--- src/rtl/tmr_pkg.sv ---
`timescale 1ns/1ps
package tmr_pkg;
   typedef enum logic [2:0] {
      SRC_STOP = 3'd0, SRC_DIV1 = 3'd1, SRC_DIV8 = 3'd2, SRC_DIV64 = 3'd3,
      SRC_DIV256 = 3'd4, SRC_DIV1024 = 3'd5, SRC_EXT_FALL = 3'd6, SRC_EXT_RISE = 3'd7
   } src_e;

   typedef enum logic [1:0] {
      ACT_OFF = 2'd0, ACT_TOGGLE = 2'd1, ACT_CLEAR = 2'd2, ACT_SET = 2'd3
   } act_e;

   typedef struct packed {
      act_e mode_b;
      act_e mode_a;
      logic ctc;
      src_e src;
   } ctrl_t;

   localparam logic [2:0] ADR_COUNT = 3'd0;
   localparam logic [2:0] ADR_CMPA  = 3'd1;
   localparam logic [2:0] ADR_CMPB  = 3'd2;
   localparam logic [2:0] ADR_CTRL  = 3'd3;
   localparam logic [2:0] ADR_FORCE = 3'd4;
   localparam logic [2:0] ADR_CLEAR = 3'd5;
   localparam logic [2:0] ADR_ENAB  = 3'd6;

   localparam int NUM_CH   = 2;
   localparam int NUM_FLAG = 3;
endpackage

--- src/rtl/tmr_edge.sv ---
`timescale 1ns/1ps
module tmr_edge #(
   parameter int SYNC_N = 2
) (
   input  logic clk,
   input  logic rst_n,
   input  logic pin_i,
   output logic rise_o,
   output logic fall_o
);
   localparam int CHAIN = SYNC_N + 1;

   if (SYNC_N < 2) begin : g_bad_sync
      $error("tmr_edge: SYNC_N must be at least 2");
   end

   logic [CHAIN-1:0] chain_q;

   always_ff @(posedge clk or negedge rst_n) begin
      if (!rst_n) chain_q <= '0;
      else        chain_q <= {chain_q[CHAIN-2:0], pin_i};
   end

   assign rise_o =  chain_q[CHAIN-2] & ~chain_q[CHAIN-1];
   assign fall_o = ~chain_q[CHAIN-2] &  chain_q[CHAIN-1];
endmodule

--- src/rtl/tmr_prescale.sv ---
`timescale 1ns/1ps
module tmr_prescale
   import tmr_pkg::*;
#(
   parameter int PRE_W = 10
) (
   input  logic clk,
   input  logic rst_n,
   input  src_e src_i,
   input  logic ext_rise_i,
   input  logic ext_fall_i,
   output logic tick_o
);
   localparam int B8    = 3;
   localparam int B64   = 6;
   localparam int B256  = 8;
   localparam int B1024 = 10;

   if (PRE_W < B1024) begin : g_bad_pre
      $error("tmr_prescale: PRE_W must cover a divide by 1024");
   end

   logic [PRE_W-1:0] pre_q;

   always_ff @(posedge clk or negedge rst_n) begin
      if (!rst_n) pre_q <= '0;
      else        pre_q <= pre_q + 1'b1;
   end

   always_comb begin
      case (src_i)
         SRC_STOP:     tick_o = 1'b0;
         SRC_DIV1:     tick_o = 1'b1;
         SRC_DIV8:     tick_o = &pre_q[B8-1:0];
         SRC_DIV64:    tick_o = &pre_q[B64-1:0];
         SRC_DIV256:   tick_o = &pre_q[B256-1:0];
         SRC_DIV1024:  tick_o = &pre_q[B1024-1:0];
         SRC_EXT_FALL: tick_o = ext_fall_i;
         SRC_EXT_RISE: tick_o = ext_rise_i;
         default:      tick_o = 1'b0;
      endcase
   end
endmodule

--- src/rtl/tmr_chan.sv ---
`timescale 1ns/1ps
module tmr_chan
   import tmr_pkg::*;
#(
   parameter int CNT_W = 8
) (
   input  logic             clk,
   input  logic             rst_n,
   input  logic [CNT_W-1:0] count_i,
   input  logic [CNT_W-1:0] cmp_i,
   input  logic             tick_i,
   input  act_e             mode_i,
   input  logic             force_i,
   output logic             hit_o,
   output logic             pin_o
);
   logic state_q;
   logic fire;

   assign hit_o = tick_i && (count_i == cmp_i);
   assign fire  = hit_o || force_i;

   always_ff @(posedge clk or negedge rst_n) begin
      if (!rst_n) state_q <= 1'b0;
      else if (fire) begin
         case (mode_i)
            ACT_TOGGLE: state_q <= ~state_q;
            ACT_CLEAR:  state_q <= 1'b0;
            ACT_SET:    state_q <= 1'b1;
            default:    state_q <= state_q;
         endcase
      end
   end

   assign pin_o = (mode_i == ACT_OFF) ? 1'b0 : state_q;

   AST_SET_ACTION: assert property (@(posedge clk) disable iff (!rst_n)
      (fire && mode_i == ACT_SET) |=> state_q) else $error("set action");
   AST_CLEAR_ACTION: assert property (@(posedge clk) disable iff (!rst_n)
      (fire && mode_i == ACT_CLEAR) |=> !state_q) else $error("clear action");
   AST_TOGGLE_ACTION: assert property (@(posedge clk) disable iff (!rst_n)
      (fire && mode_i == ACT_TOGGLE) |=> (state_q != $past(state_q))) else $error("toggle");
endmodule

--- src/rtl/tmr_core.sv ---
`timescale 1ns/1ps
module tmr_core
   import tmr_pkg::*;
#(
   parameter int CNT_W  = 8,
   parameter int PRE_W  = 10,
   parameter int SYNC_N = 2
) (
   input  logic             clk,
   input  logic             rst_n,
   input  logic             wr_en,
   input  logic [2:0]       wr_addr,
   input  logic [CNT_W-1:0] wr_data,
   input  logic             ext_clk,
   output logic [CNT_W-1:0] count_o,
   output logic             pin_a,
   output logic             pin_b,
   output logic [2:0]       flags_o,
   output logic [2:0]       irq_o
);
   localparam logic [CNT_W-1:0] CNT_MAX = {CNT_W{1'b1}};
   localparam int CTRL_W = $bits(ctrl_t);

   if (!(CNT_W == 8 || CNT_W == 16)) begin : g_bad_width
      $error("tmr_core: CNT_W must be 8 or 16");
   end

   ctrl_t                   ctrl_q;
   logic [CNT_W-1:0]        count_q;
   logic [CNT_W-1:0]        cmp_q [NUM_CH];
   logic [NUM_FLAG-1:0]     flag_q;
   logic [NUM_FLAG-1:0]     enab_q;
   logic [NUM_CH-1:0]       hit;
   logic [NUM_CH-1:0]       pin;
   logic [NUM_CH-1:0]       force_pulse;
   logic [NUM_FLAG-1:0]     flag_set;
   logic [NUM_FLAG-1:0]     flag_clr;
   logic                    tick;
   logic                    ext_rise;
   logic                    ext_fall;
   logic                    cnt_wr;
   act_e                    ch_mode [NUM_CH];

   assign cnt_wr = wr_en && (wr_addr == ADR_COUNT);

   tmr_edge #(.SYNC_N(SYNC_N)) u_edge (
      .clk(clk), .rst_n(rst_n), .pin_i(ext_clk),
      .rise_o(ext_rise), .fall_o(ext_fall)
   );

   tmr_prescale #(.PRE_W(PRE_W)) u_pre (
      .clk(clk), .rst_n(rst_n), .src_i(ctrl_q.src),
      .ext_rise_i(ext_rise), .ext_fall_i(ext_fall), .tick_o(tick)
   );

   always_ff @(posedge clk or negedge rst_n) begin
      if (!rst_n) begin
         ctrl_q <= '0;
         enab_q <= '0;
      end else if (wr_en) begin
         if (wr_addr == ADR_CTRL) ctrl_q <= ctrl_t'(wr_data[CTRL_W-1:0]);
         if (wr_addr == ADR_ENAB) enab_q <= wr_data[NUM_FLAG-1:0];
      end
   end

   always_ff @(posedge clk or negedge rst_n) begin
      if (!rst_n)     count_q <= '0;
      else if (cnt_wr) count_q <= wr_data;
      else if (tick) begin
         if (ctrl_q.ctc && (count_q == cmp_q[0])) count_q <= '0;
         else                                      count_q <= count_q + 1'b1;
      end
   end

   assign ch_mode[0] = ctrl_q.mode_a;
   assign ch_mode[1] = ctrl_q.mode_b;

   for (genvar c = 0; c < NUM_CH; c++) begin : g_ch
      always_ff @(posedge clk or negedge rst_n) begin
         if (!rst_n) cmp_q[c] <= '0;
         else if (wr_en && (wr_addr == ADR_CMPA + 3'(c))) cmp_q[c] <= wr_data;
      end

      assign force_pulse[c] = wr_en && (wr_addr == ADR_FORCE) && wr_data[c];

      tmr_chan #(.CNT_W(CNT_W)) u_chan (
         .clk(clk), .rst_n(rst_n), .count_i(count_q), .cmp_i(cmp_q[c]),
         .tick_i(tick && !cnt_wr), .mode_i(ch_mode[c]), .force_i(force_pulse[c]),
         .hit_o(hit[c]), .pin_o(pin[c])
      );
   end

   assign flag_set = {hit, tick && !cnt_wr && (count_q == CNT_MAX)};
   assign flag_clr = (wr_en && (wr_addr == ADR_CLEAR)) ? wr_data[NUM_FLAG-1:0] : '0;

   always_ff @(posedge clk or negedge rst_n) begin
      if (!rst_n) flag_q <= '0;
      else        flag_q <= (flag_q & ~flag_clr) | flag_set;
   end

   assign count_o = count_q;
   assign pin_a   = pin[0];
   assign pin_b   = pin[1];
   assign flags_o = flag_q;
   assign irq_o   = flag_q & enab_q;

   AST_STOP_HOLDS: assert property (@(posedge clk) disable iff (!rst_n)
      (ctrl_q.src == SRC_STOP && !cnt_wr) |=> (count_q == $past(count_q))) else $error("stop");
   AST_NORMAL_STEP: assert property (@(posedge clk) disable iff (!rst_n)
      (!ctrl_q.ctc && tick && !cnt_wr) |=> (count_q == CNT_W'($past(count_q) + 1'b1))) else $error("step");
   AST_CTC_RETURN: assert property (@(posedge clk) disable iff (!rst_n)
      (ctrl_q.ctc && tick && !cnt_wr && count_q == cmp_q[0]) |=> (count_q == '0)) else $error("ctc");
   AST_OVF_SET: assert property (@(posedge clk) disable iff (!rst_n)
      (tick && !cnt_wr && count_q == CNT_MAX) |=> flag_q[0]) else $error("ovf");
   AST_LOAD_WINS: assert property (@(posedge clk) disable iff (!rst_n)
      cnt_wr |=> (count_q == $past(wr_data))) else $error("load");
endmodule

--- config.mk ---
export PLATFORM = sky130hd
export DESIGN_NAME = tmr_core
export DESIGN_NICKNAME = d
export VERILOG_FILES = /design/src/rtl/tmr_pkg.sv /design/src/rtl/tmr_edge.sv /design/src/rtl/tmr_prescale.sv /design/src/rtl/tmr_chan.sv /design/src/rtl/tmr_core.sv
export SDC_FILE = /design/constraint.sdc
export NUM_CORES = 1
export LEC_CHECK = 0
export ABC_AREA = 1
export CAP_MARGIN = 20
export CORE_UTILIZATION = 40
export DETAILED_ROUTE_END_ITERATION = 10
export DONT_BUFFER_PORTS = 1
export PLACE_DENSITY = 0.61
export SETUP_SLACK_MARGIN = 0.2
export SLEW_MARGIN = 20
export SYNTH_ARGS = -nofsm -noshare
export SYNTH_HDL_FRONTEND = slang
export SYNTH_SLANG_ARGS = --single-unit
--- constraint.sdc ---
create_clock -name clk -period 2.1 [get_ports clk]
set_clock_uncertainty 0.15 [all_clocks]
set_input_delay 0.105 -clock clk [delete_from_list [all_inputs] [get_ports clk]]
set_output_delay 0.105 -clock clk [all_outputs]
set_load 0.01 [all_outputs]
### After elaboration in Yosys (flattened, before gate mapping)

Index checks and enable logic that the tools add are counted.

| word-level totals | value |
|---|---|
| input port bits | 15 |
| register bits | 53 |
| output and inout bits | 16 |
| word-level logic and storage cells | 86 |

| cells by class | value |
|---|---|
| bitwise operators | 10 |
| muxes and demuxes | 9 |
| reductions and logical operators | 30 |
| equal/unequal tests | 22 |
| $add $sub $neg | 2 |

Operators by type and width:

| operator | number |
|---|---|
| 8-bit two-way mux | 3 |
| 3-bit == test, second input constant | 7 |
| 8-bit == test | 2 |
| 3-bit by 2-bit == test with 1-bit output, second input constant | 4 |
| 1-bit logical AND | 12 |
| 10-bit by 1-bit adder with 10-bit output, second input constant | 1 |
| 10-bit AND reduction | 1 |
| 8-bit by 1-bit adder with 8-bit output, second input constant | 1 |
| 2-bit == test, second input constant | 4 |
| 8-bit == test, second input constant | 1 |
| 1-bit one-hot mux with 8 select lines | 1 |
| 2-bit AND reduction | 4 |
| 8-bit AND reduction | 1 |
| 3-bit AND | 2 |
| 3-bit by 1-bit == test with 1-bit output, second input constant | 2 |
| 3-bit zero test | 2 |
| 1-bit one-hot mux with 3 select lines | 2 |
| 6-bit AND reduction | 1 |
| 3-bit nonzero test | 2 |
| 2-bit by 1-bit == test with 1-bit output, second input constant | 2 |
| 2-bit zero test | 2 |
| 1-bit NOT | 4 |
| 3-bit two-way mux | 1 |
| 3-bit NOT | 1 |
| other kinds (7) | 10 |

### Longest topological paths before layout

Gate-level depths: netlist of run 1.

| logic depth | value |
|---|---|
| depth after elaboration | 7 |
| gate-level depth with buffers | 13 |
| gate-level depth less buffers | 13 |

### Hierarchy

A second synthesis of run 1 with hierarchy kept.

| second synthesis, totals | value |
|---|---|
| cell total of the unflattened synthesis | 436 |
| area, all modules | 3099.2 um^2 |

By module, submodules not included:

| module | seq. area each (um^2) | area an instance (um^2) | cells each | times used |
|---|---|---|---|---|
| tmr_core | 950.9 | 1898.1 | 245 | 1 |
| tmr_chan | 25.0 | 291.5 | 62 | 2 |
| tmr_prescale | 250.2 | 528.0 | 60 | 1 |
| tmr_edge | 75.1 | 90.1 | 7 | 1 |

### Worst setup path before layout of run 1

No wires, ideal clock.

| timing path | value |
|---|---|
| kind | register to register |
| start point | register u_pre.pre_q[0] |
| end point | register count_q[3] (netlist: count_o[3]) |
| path buffers | 0 |
| data required time | 1.825 ns |
| setup slack | 0.461 ns |
| setup time | 0.125 ns |
| data arrival time | 1.364 ns |
| stages on the path, launching flop included | 13 |
| period minus slack after synthesis | 1.639 ns |
| path through | dfrtp_1 -> ha_1 -> ha_1 -> nand2_1 -> nand2_1 -> nand2_1 -> nand2_1 -> nand2_2 -> inv_4 -> nand3_4 -> clkinv_1 -> nand4_1 -> nand3_1 |

| on the way | value |
|---|---|
| cells in the longest elaborated chain, start to end | 3 |
| elaborated cells between the ends (all ways) | 6 |
| classes of those cells | mux (1); reduce/logical (5) |

Ends and longest elaborated chain:

| what | RTL line | source |
|---|---|---|
| start: declaration | tmr_prescale.sv:23 | `logic [PRE_W-1:0] pre_q;` |
| start signal: assignment | tmr_prescale.sv:27 | `else pre_q <= pre_q + 1'b1;` |
| 10-bit AND reduction, or another cell as far along | tmr_prescale.sv:37 | `SRC_DIV1024: tick_o = &pre_q[B1024-1:0];` |
| 1-bit one-hot mux with 8 select lines (*) | tmr_prescale.sv:31 | `case (src_i)` |
| 2-bit nonzero test (no source line) (*) | -- |  |
| end signal: assignment | tmr_core.sv:68 | `else if (cnt_wr) count_q <= wr_data;` |
| end signal: assignment | tmr_core.sv:71 | `else count_q <= count_q + 1'b1;` |
| end: declaration | tmr_core.sv:29 | `logic [CNT_W-1:0] count_q;` |

Mark *: on every way between the ends. The rest lies on a longest branch, timed or not.
A chain may end at the register's enable or synchronous reset.

### Worst setup path in the final report of run 1

| timing path | value |
|---|---|
| start point | register u_pre.pre_q[0] |
| end point | register count_q[4] (netlist: count_o[4]) |

Same word-level chain as after synthesis.

==> results.toml, run 1 <==
[status]
status = "finished with violations"
violations = "design-rule violations"

[routing]
ant_nets = 0
wire_per_inst_um = 13.2
drt-total-wl_mm = 5.92
viasPerCell = 4.80
via_count = 2154
dr.first_iter.drc_count = 134
drtPass1Iterations = 7
route.detailed.drc = 3

[yosys]
synth_area_um2 = 2720
ys_ff_latch = 53
synth_compound_area_share_pct = 8.38
syn-mean-instance-area_um2 = 7.67
yosysWarnings = 0
synth_fa_ha_area_share_pct = 1.38
synthMuxAreaShare_pct = 0
synth-xor-area-share_pct = 3.55
synth_cell_type_count = 28
synthCells = 354
synth-simple-area-share_pct = 29.8
synth_top_family_by_area = "simple AND/OR/NAND/NOR gates"
ys_seq_area_share_pct = 48.8
syn_nets = 372

[sta]
setup_viol = 0
grt_setup_unrepaired = "false"
tns_ns = 0
worst_pin_slew_ns = 0.592
period_needed_ns = 1.76
finalCritPeriodShare_pct = 84.0
fmax_mhz = 567
maxSlewHeadroom_pct = 60.4
slew_violations = 0
hold_viol_final = 0

[floorplanning]
io_pins = 31
rows = 29
die_area_um2 = 7120
design.core.area_um2 = 6460
dieHeight_um = 84.4
die_w_um = 84.4
start_util_pct = 42.1

[global_route]
grt-ovfl-total = 0
antenna_found_initial = 0
grt_use_total_pct = 18.0
grt_pass1_vias = 2041
grt_pass1_wl_mm = 10.1
grt_max_degree = 54

[setup_path]
rr_endpoint = "count_o[4]$_DFFE_PN0P_"
crit_required_ns = 2.15
crit_type = "register to register"
rrSetupSlack_ns = 0.34
crit_path_end_kind = "register"
crit_path_max_fanout = 4
arrival_ns = 1.81
critPathLaunch = "u_pre.pre_q[0]$_DFF_PN0_"
r2r-start = "u_pre.pre_q[0]$_DFF_PN0_"
worstSetupEndpoint = "count_o[4]$_DFFE_PN0P_"
rr_worst_depth = 12
cp-start-kind = "register"

[cts]
htree_levels = 2
clk_path_buf_depth = 2
cts_root_buf = "clkbuf_8"
numCtsBuffers = 5
cts.sinks = 53
cts_tree = "done"
clk_pin_slew_ns = 0.10
clock_latency_ns = 0.31

[final_layout]
final_nets = 390
nFillCells = 650
diodes = 0
synthToLayoutAreaGrowth_pct = 13.1
drive_gt1_share_pct = 11.3

[flow_run]
maxCapViolCount = 0

[power]
p_per_area_nw_per_um2 = 976
leakagePower_nw = 1.56
ir_worst_vdd_v = 0.000323
p_total_mw = 3.00

[hold_path]
hold_depth = 5
min_path_type = "input port to register"

[placement]
gp_congestion = 0.835
dp_hpwl_mm = 4.05
port_buffers = 0
[critical path: stages (launching register included)]
cell and delay (ns):
dfrtp_1 0.44, ha_4 0.18, ha_1 0.17, nand2_1 0.06, nand2_1 0.05, nand2_1 0.06
nand2_1 0.05, nand2_2 0.07, inv_4 0.05, nand3_4 0.09, clkinv_1 0.11, nand4_1 0.10
nand3_1 0.07
[synthesized netlist by cell type]
library cell,number,area share [%]
nand2_1,135,19
dfrtp_1,53,49
inv_1,42,5.8
o21ai_0,33,6.1
nor2_1,20,2.8
nand3_1,15,2.8
inv_2,9,1.2
xor2_1,7,2.3
nand2_2,6,1.4
nand4_1,5,1.2
xnor2_1,4,1.3
a21oi_1,3,0.55
clkbuf_1,3,0.41
ha_1,3,1.4
nor2_4,2,0.83
o21a_1,2,0.55
a21oi_2,1,0.32
a21oi_4,1,0.60
buf_4,1,0.28
clkinv_1,1,0.14
inv_4,1,0.23
nand2_4,1,0.41
nand3_4,1,0.64
nand3b_1,1,0.28
nand4_2,1,0.46
nor2_2,1,0.23
nor3_1,1,0.18
o31ai_1,1,0.28
[how the worst min path moves through the flow]
stage                          start                                 end
after floorplan                rst_n              ch_mode[0]$_DFFE_PN0P_
after global placement         rst_n         u_edge.chain_q[0]$_DFF_PN0_
after detailed placement       rst_n         u_edge.chain_q[0]$_DFF_PN0_
after CTS                      wr_en                flags_o[1]$_DFF_PN0_
after global routing      wr_addr[0]  g_ch[0].u_chan.state_q$_DFFE_PN0P_
final                          wr_en                flags_o[1]$_DFF_PN0_
[layout by cell type (no fill, tap or decap)]
master	instances
nor3_1	1
nand2_2	6
nor2_4	2
nand4_1	5
nor2_2	1
ha_4	1
nand3_4	1
xnor2_1	4
buf_4	2
nand3b_1	1
clkinv_1	1
o21a_1	2
a21oi_4	2
inv_2	9
dfrtp_1	45
inv_1	42
nand4_2	1
nand2_4	1
o31ai_1	1
dlygate4sd3_1	12
ha_1	2
xor2_1	7
dfrtp_2	8
buf_16	1
a21oi_1	3
inv_4	1
clkbuf_1	1
nor2_1	20
clkbuf_8	6
nand3_1	15
nand2_1	135
o21ai_0	33
[repair_timing]
action / CTS / global route
endpoints found under the setup margin: 0 / 11
hold endpoints to repair: 94 / 0
buffers inserted: 0 / 2
hold buffers: 13 / 0
gates resized for setup: 0 / 11
[through the flow]
step | hold slack (ns) | worst slack (ns) | instance area [um2] | std cells | util, %
finish | 0.0403 | 0.337 | 3070 | 449 | 47.6
global route | 0.0684 | 0.179 | 3070 | 449 | 47.6
CTS | 0.00928 | 0.263 | 3030 | 447 | 46.9
detailed placement | -0.339 | 0.297 | 2790 | 427 | 43.3
global placement | -0.339 | 0.322 | 2790 | 427 | 43.3
floorplan | -0.341 | 0.461 | 2720 | 354 | -
[kinds of logic (layout without fill, tap and decap cells)]
family	after synthesis	after routing
and+or+nand+nor	189	189
buffers and inverters	57	75
DFF	53	53
AOI/OAI and AO/OA	41	41
xor gates and xnor gates	11	11
adders and majority gates	3	3
[registers in the layout (all words and copies together) (netlist names)]
register	flops
ch_mode	4
cmp_q	16
count_o	8
ctrl_q	4
enab_q	3
flags_o	3
g_ch.u_chan.state_q	2
u_edge.chain_q	3
u_pre.pre_q	10
[where the power goes]
| part | switching (mW) | total [mW] | leakage, nW | internal, mW |
|---|---|---|---|---|
| Clock | 0.332 | 0.595 | 0.0443 | 0.263 |
| Combinational | 0.516 | 0.850 | 0.857 | 0.335 |
| Sequential | 0.318 | 1.55 | 0.657 | 1.23 |
| Total | 1.17 | 3.00 | 1.56 | 1.83 |
[per-layer routing]
metal	vias to the layer above	routed length [um]	GRT usage (%)
met3	6	275	4.23
met4	0	75	5.39
met2	34	2550	27.0
met5	-	0	0
met1	987	3010	25.9
li1	1127	-	-
[cell type report]
cell class / instances / area, um2 / area share [%]
multi-input cells: 244 / 1190 / 38.7
inverters: 53 / 201 / 6.56
flip-flops and latches: 53 / 1340 / 43.5
clock buffers: 7 / 86.3 / 2.81
repair buffers: 15 / 163 / 5.29
well taps: 77 / 96.3 / 3.14
Note: power is estimated with default switching activity, not from simulation.
==> run 2: changes to the inputs <==
clock period = 1.67 ns   (was 2.1 ns; I/O delays follow)
==> run 2 against run 1 <==
Compared with the run above: the run ends with design-rule violations, negative hold slack, negative setup slack left; combinational power up 79%; final area up 8.5%; critical endpoint is now count_o[1]$_DFFE_PN0P_; non-clock buffer count up 30; hold slack worse by 0.73 ns; power up 35%; highest routed layer unchanged; sequential power up 17%.
==> results.toml, run 2 (synthesized netlist as in run 1, its figures left out) <==
[status]
status = "finished with violations"
violations = "design-rule violations, negative hold slack, negative setup slack"

[floorplanning]
io_pins = 31
design.core.area_um2 = 6460
rows = 29
start_util_pct = 42.1
dieHeight_um = 84.4
die_area_um2 = 7120
die_w_um = 84.4

[setup_path]
crit_buf_inv = 0
crit_path_max_fanout = 5
crit_path_end_kind = "register"
critPathTopFamily = "simple AND/OR/NAND/NOR gates"
crit_chain = "ha_2 > nand2_2 > nor2_4 > nand2_2 > nand2_2 > nand2_2 > nand2_4 > nand3_4 > a21oi_4 > nand2_1 > nand3_1"
crit_path_frequent_cell = "nand2_2"
crit_type = "register to register"
rr_worst_depth = 11
slowest_delay_ns = 0.36
cp_num_cells = 11
cp-start-kind = "register"
arrival_ns = 1.83
crit_required_ns = 1.76
cpMaxStageDelayCell = "dfrtp_1"

[power]
p_clk_share_pct = 17.7
netSwitchingFraction_pct = 38.1
pwr-share-seq_pct = 44.9
ir_worst_vdd_v = 0.000480
p_per_area_nw_per_um2 = 1210
p_int_mw = 2.51
p_total_mw = 4.05
leakagePower_nw = 1.71
p_comb_share_pct = 37.5
p_sw_mw = 1.54

[final_layout]
drive_gt1_share_pct = 21.1
final_common_cell = "nand2_1"
diodes = 0
final_util_pct = 51.6
regArea_um2 = 1330
nFillCells = 625
mostFrequentLayoutCells = "125 x nand2_1, 51 x dfrtp_1, 41 x inv_1, 32 x o21ai_0, 31 x buf_4"
largest_register_ffs = 16
synthToLayoutAreaGrowth_pct = 22.7
final_nets = 420
regMostFlops = "cmp_q"
multi_input_area_um2 = 1250

[sta]
hold_viol_final = 53
fmax_mhz = 576
period_needed_ns = 1.74
setup_viol = 11
worst_pin_slew_ns = 0.321
slew_violations = 0
tns_ns = -0.475
maxSlewHeadroom_pct = 78.5
grt_setup_unrepaired = "true"
worst_hold_slack_ns = -0.686
finalCritPeriodShare_pct = 104
fin_ws_ns = -0.0667

[placement]
gp_congestion = 0.830
port_buffers = 0
dp_hpwl_mm = 4.27

[routing]
viasPerCell = 4.80
wire_per_inst_um = 12.9
drt-total-wl_mm = 6.21
drtPass1Iterations = 8
via_count = 2302
ant_nets = 0
dr.first_iter.drc_count = 182
route.detailed.drc = 4

[global_route]
grt-ovfl-total = 0
grt_use_total_pct = 19.1
grt_pass1_vias = 2210
grt_max_degree = 54
antenna_found_initial = 0
grt_pass1_wl_mm = 10.7

[cts]
clk_pin_slew_ns = 0.10
cts_hold_buf = 12
htree_levels = 2
cts.sinks = 53
numCtsBuffers = 5
clock_latency_ns = 0.30
clk_path_buf_depth = 2
cts_root_buf = "clkbuf_8"
cts_tree = "done"

[flow_run]
maxCapViolCount = 0

[hold_path]
min_path_type = "input port to async pin"
-- run 2: metrics by stage --
stage                     worst slack, ns  cells  cell area (um2)
after floorplan                    0.0922    354             2730
after CTS                         -0.0701    474             3240
after detailed placement          -0.0651    450             2980
after global placement            -0.0190    450             2980
after global routing               -0.222    480             3330
final                             -0.0667    480             3330
-- run 2: worst register-to-register path, delay by kind of cell, from the launching register on --
family,cells,cell delay [ns]
AO/OA/AOI/OAI,1,0.20
adder cells (fa/ha/maj),1,0.22
flip-flops,1,0.36
AND/OR/NAND/NOR,9,0.75
-- run 2: what timing repair did --
item,4_1_cts,5_1_grt
hold endpoints to repair,94,53
gates resized for setup,10,16
buffers inserted,4,6
pin swaps,19,15
setup endpoints to repair,13,32
-- run 2: final cells by class --
type                       instances  share of cell area (%)
tap                               77                    2.89
clock buffer                       8                    2.40
sequential                        53                    39.9
inverter                          53                    6.08
multi-input combinational        244                    37.5
timing repair buffer              45                    11.3
-- run 2: routing by layer --
metal,part of all wire (%),GRT usage [%]
met5,0,0
met4,1.4,5.08
met3,6.0,4.72
met2,45,29.6
met1,48,26.9
-- run 2: worst paths after layout --
check	from	endpoint	slack (ns)
setup reg to reg	u_pre.pre_q[0]$_DFF_PN0_	count_o[1]$_DFFE_PN0P_	-0.07
hold / removal	rst_n	count_o[2]$_DFFE_PN0P_	-0.69
min in group clk	wr_addr[2]	enab_q[0]$_DFFE_PN0P_	0.02
max in group asynchronous	rst_n	count_o[1]$_DFFE_PN0P_	1.96
setup / recovery	u_pre.pre_q[0]$_DFF_PN0_	count_o[1]$_DFFE_PN0P_	-0.07
hold reg to reg	u_edge.chain_q[0]$_DFF_PN0_	u_edge.chain_q[1]$_DFF_PN0_	0.20
-- run 2: power groups by stage --
stage,clock network [mW],logic (mW),registers (mW)
floorplan,0,0.880,1.84
global route,0.786,1.73,1.87
detailed placement,0,1.38,1.84
CTS,0.740,1.44,1.82
global placement,0,1.36,1.83
finish,0.715,1.52,1.82
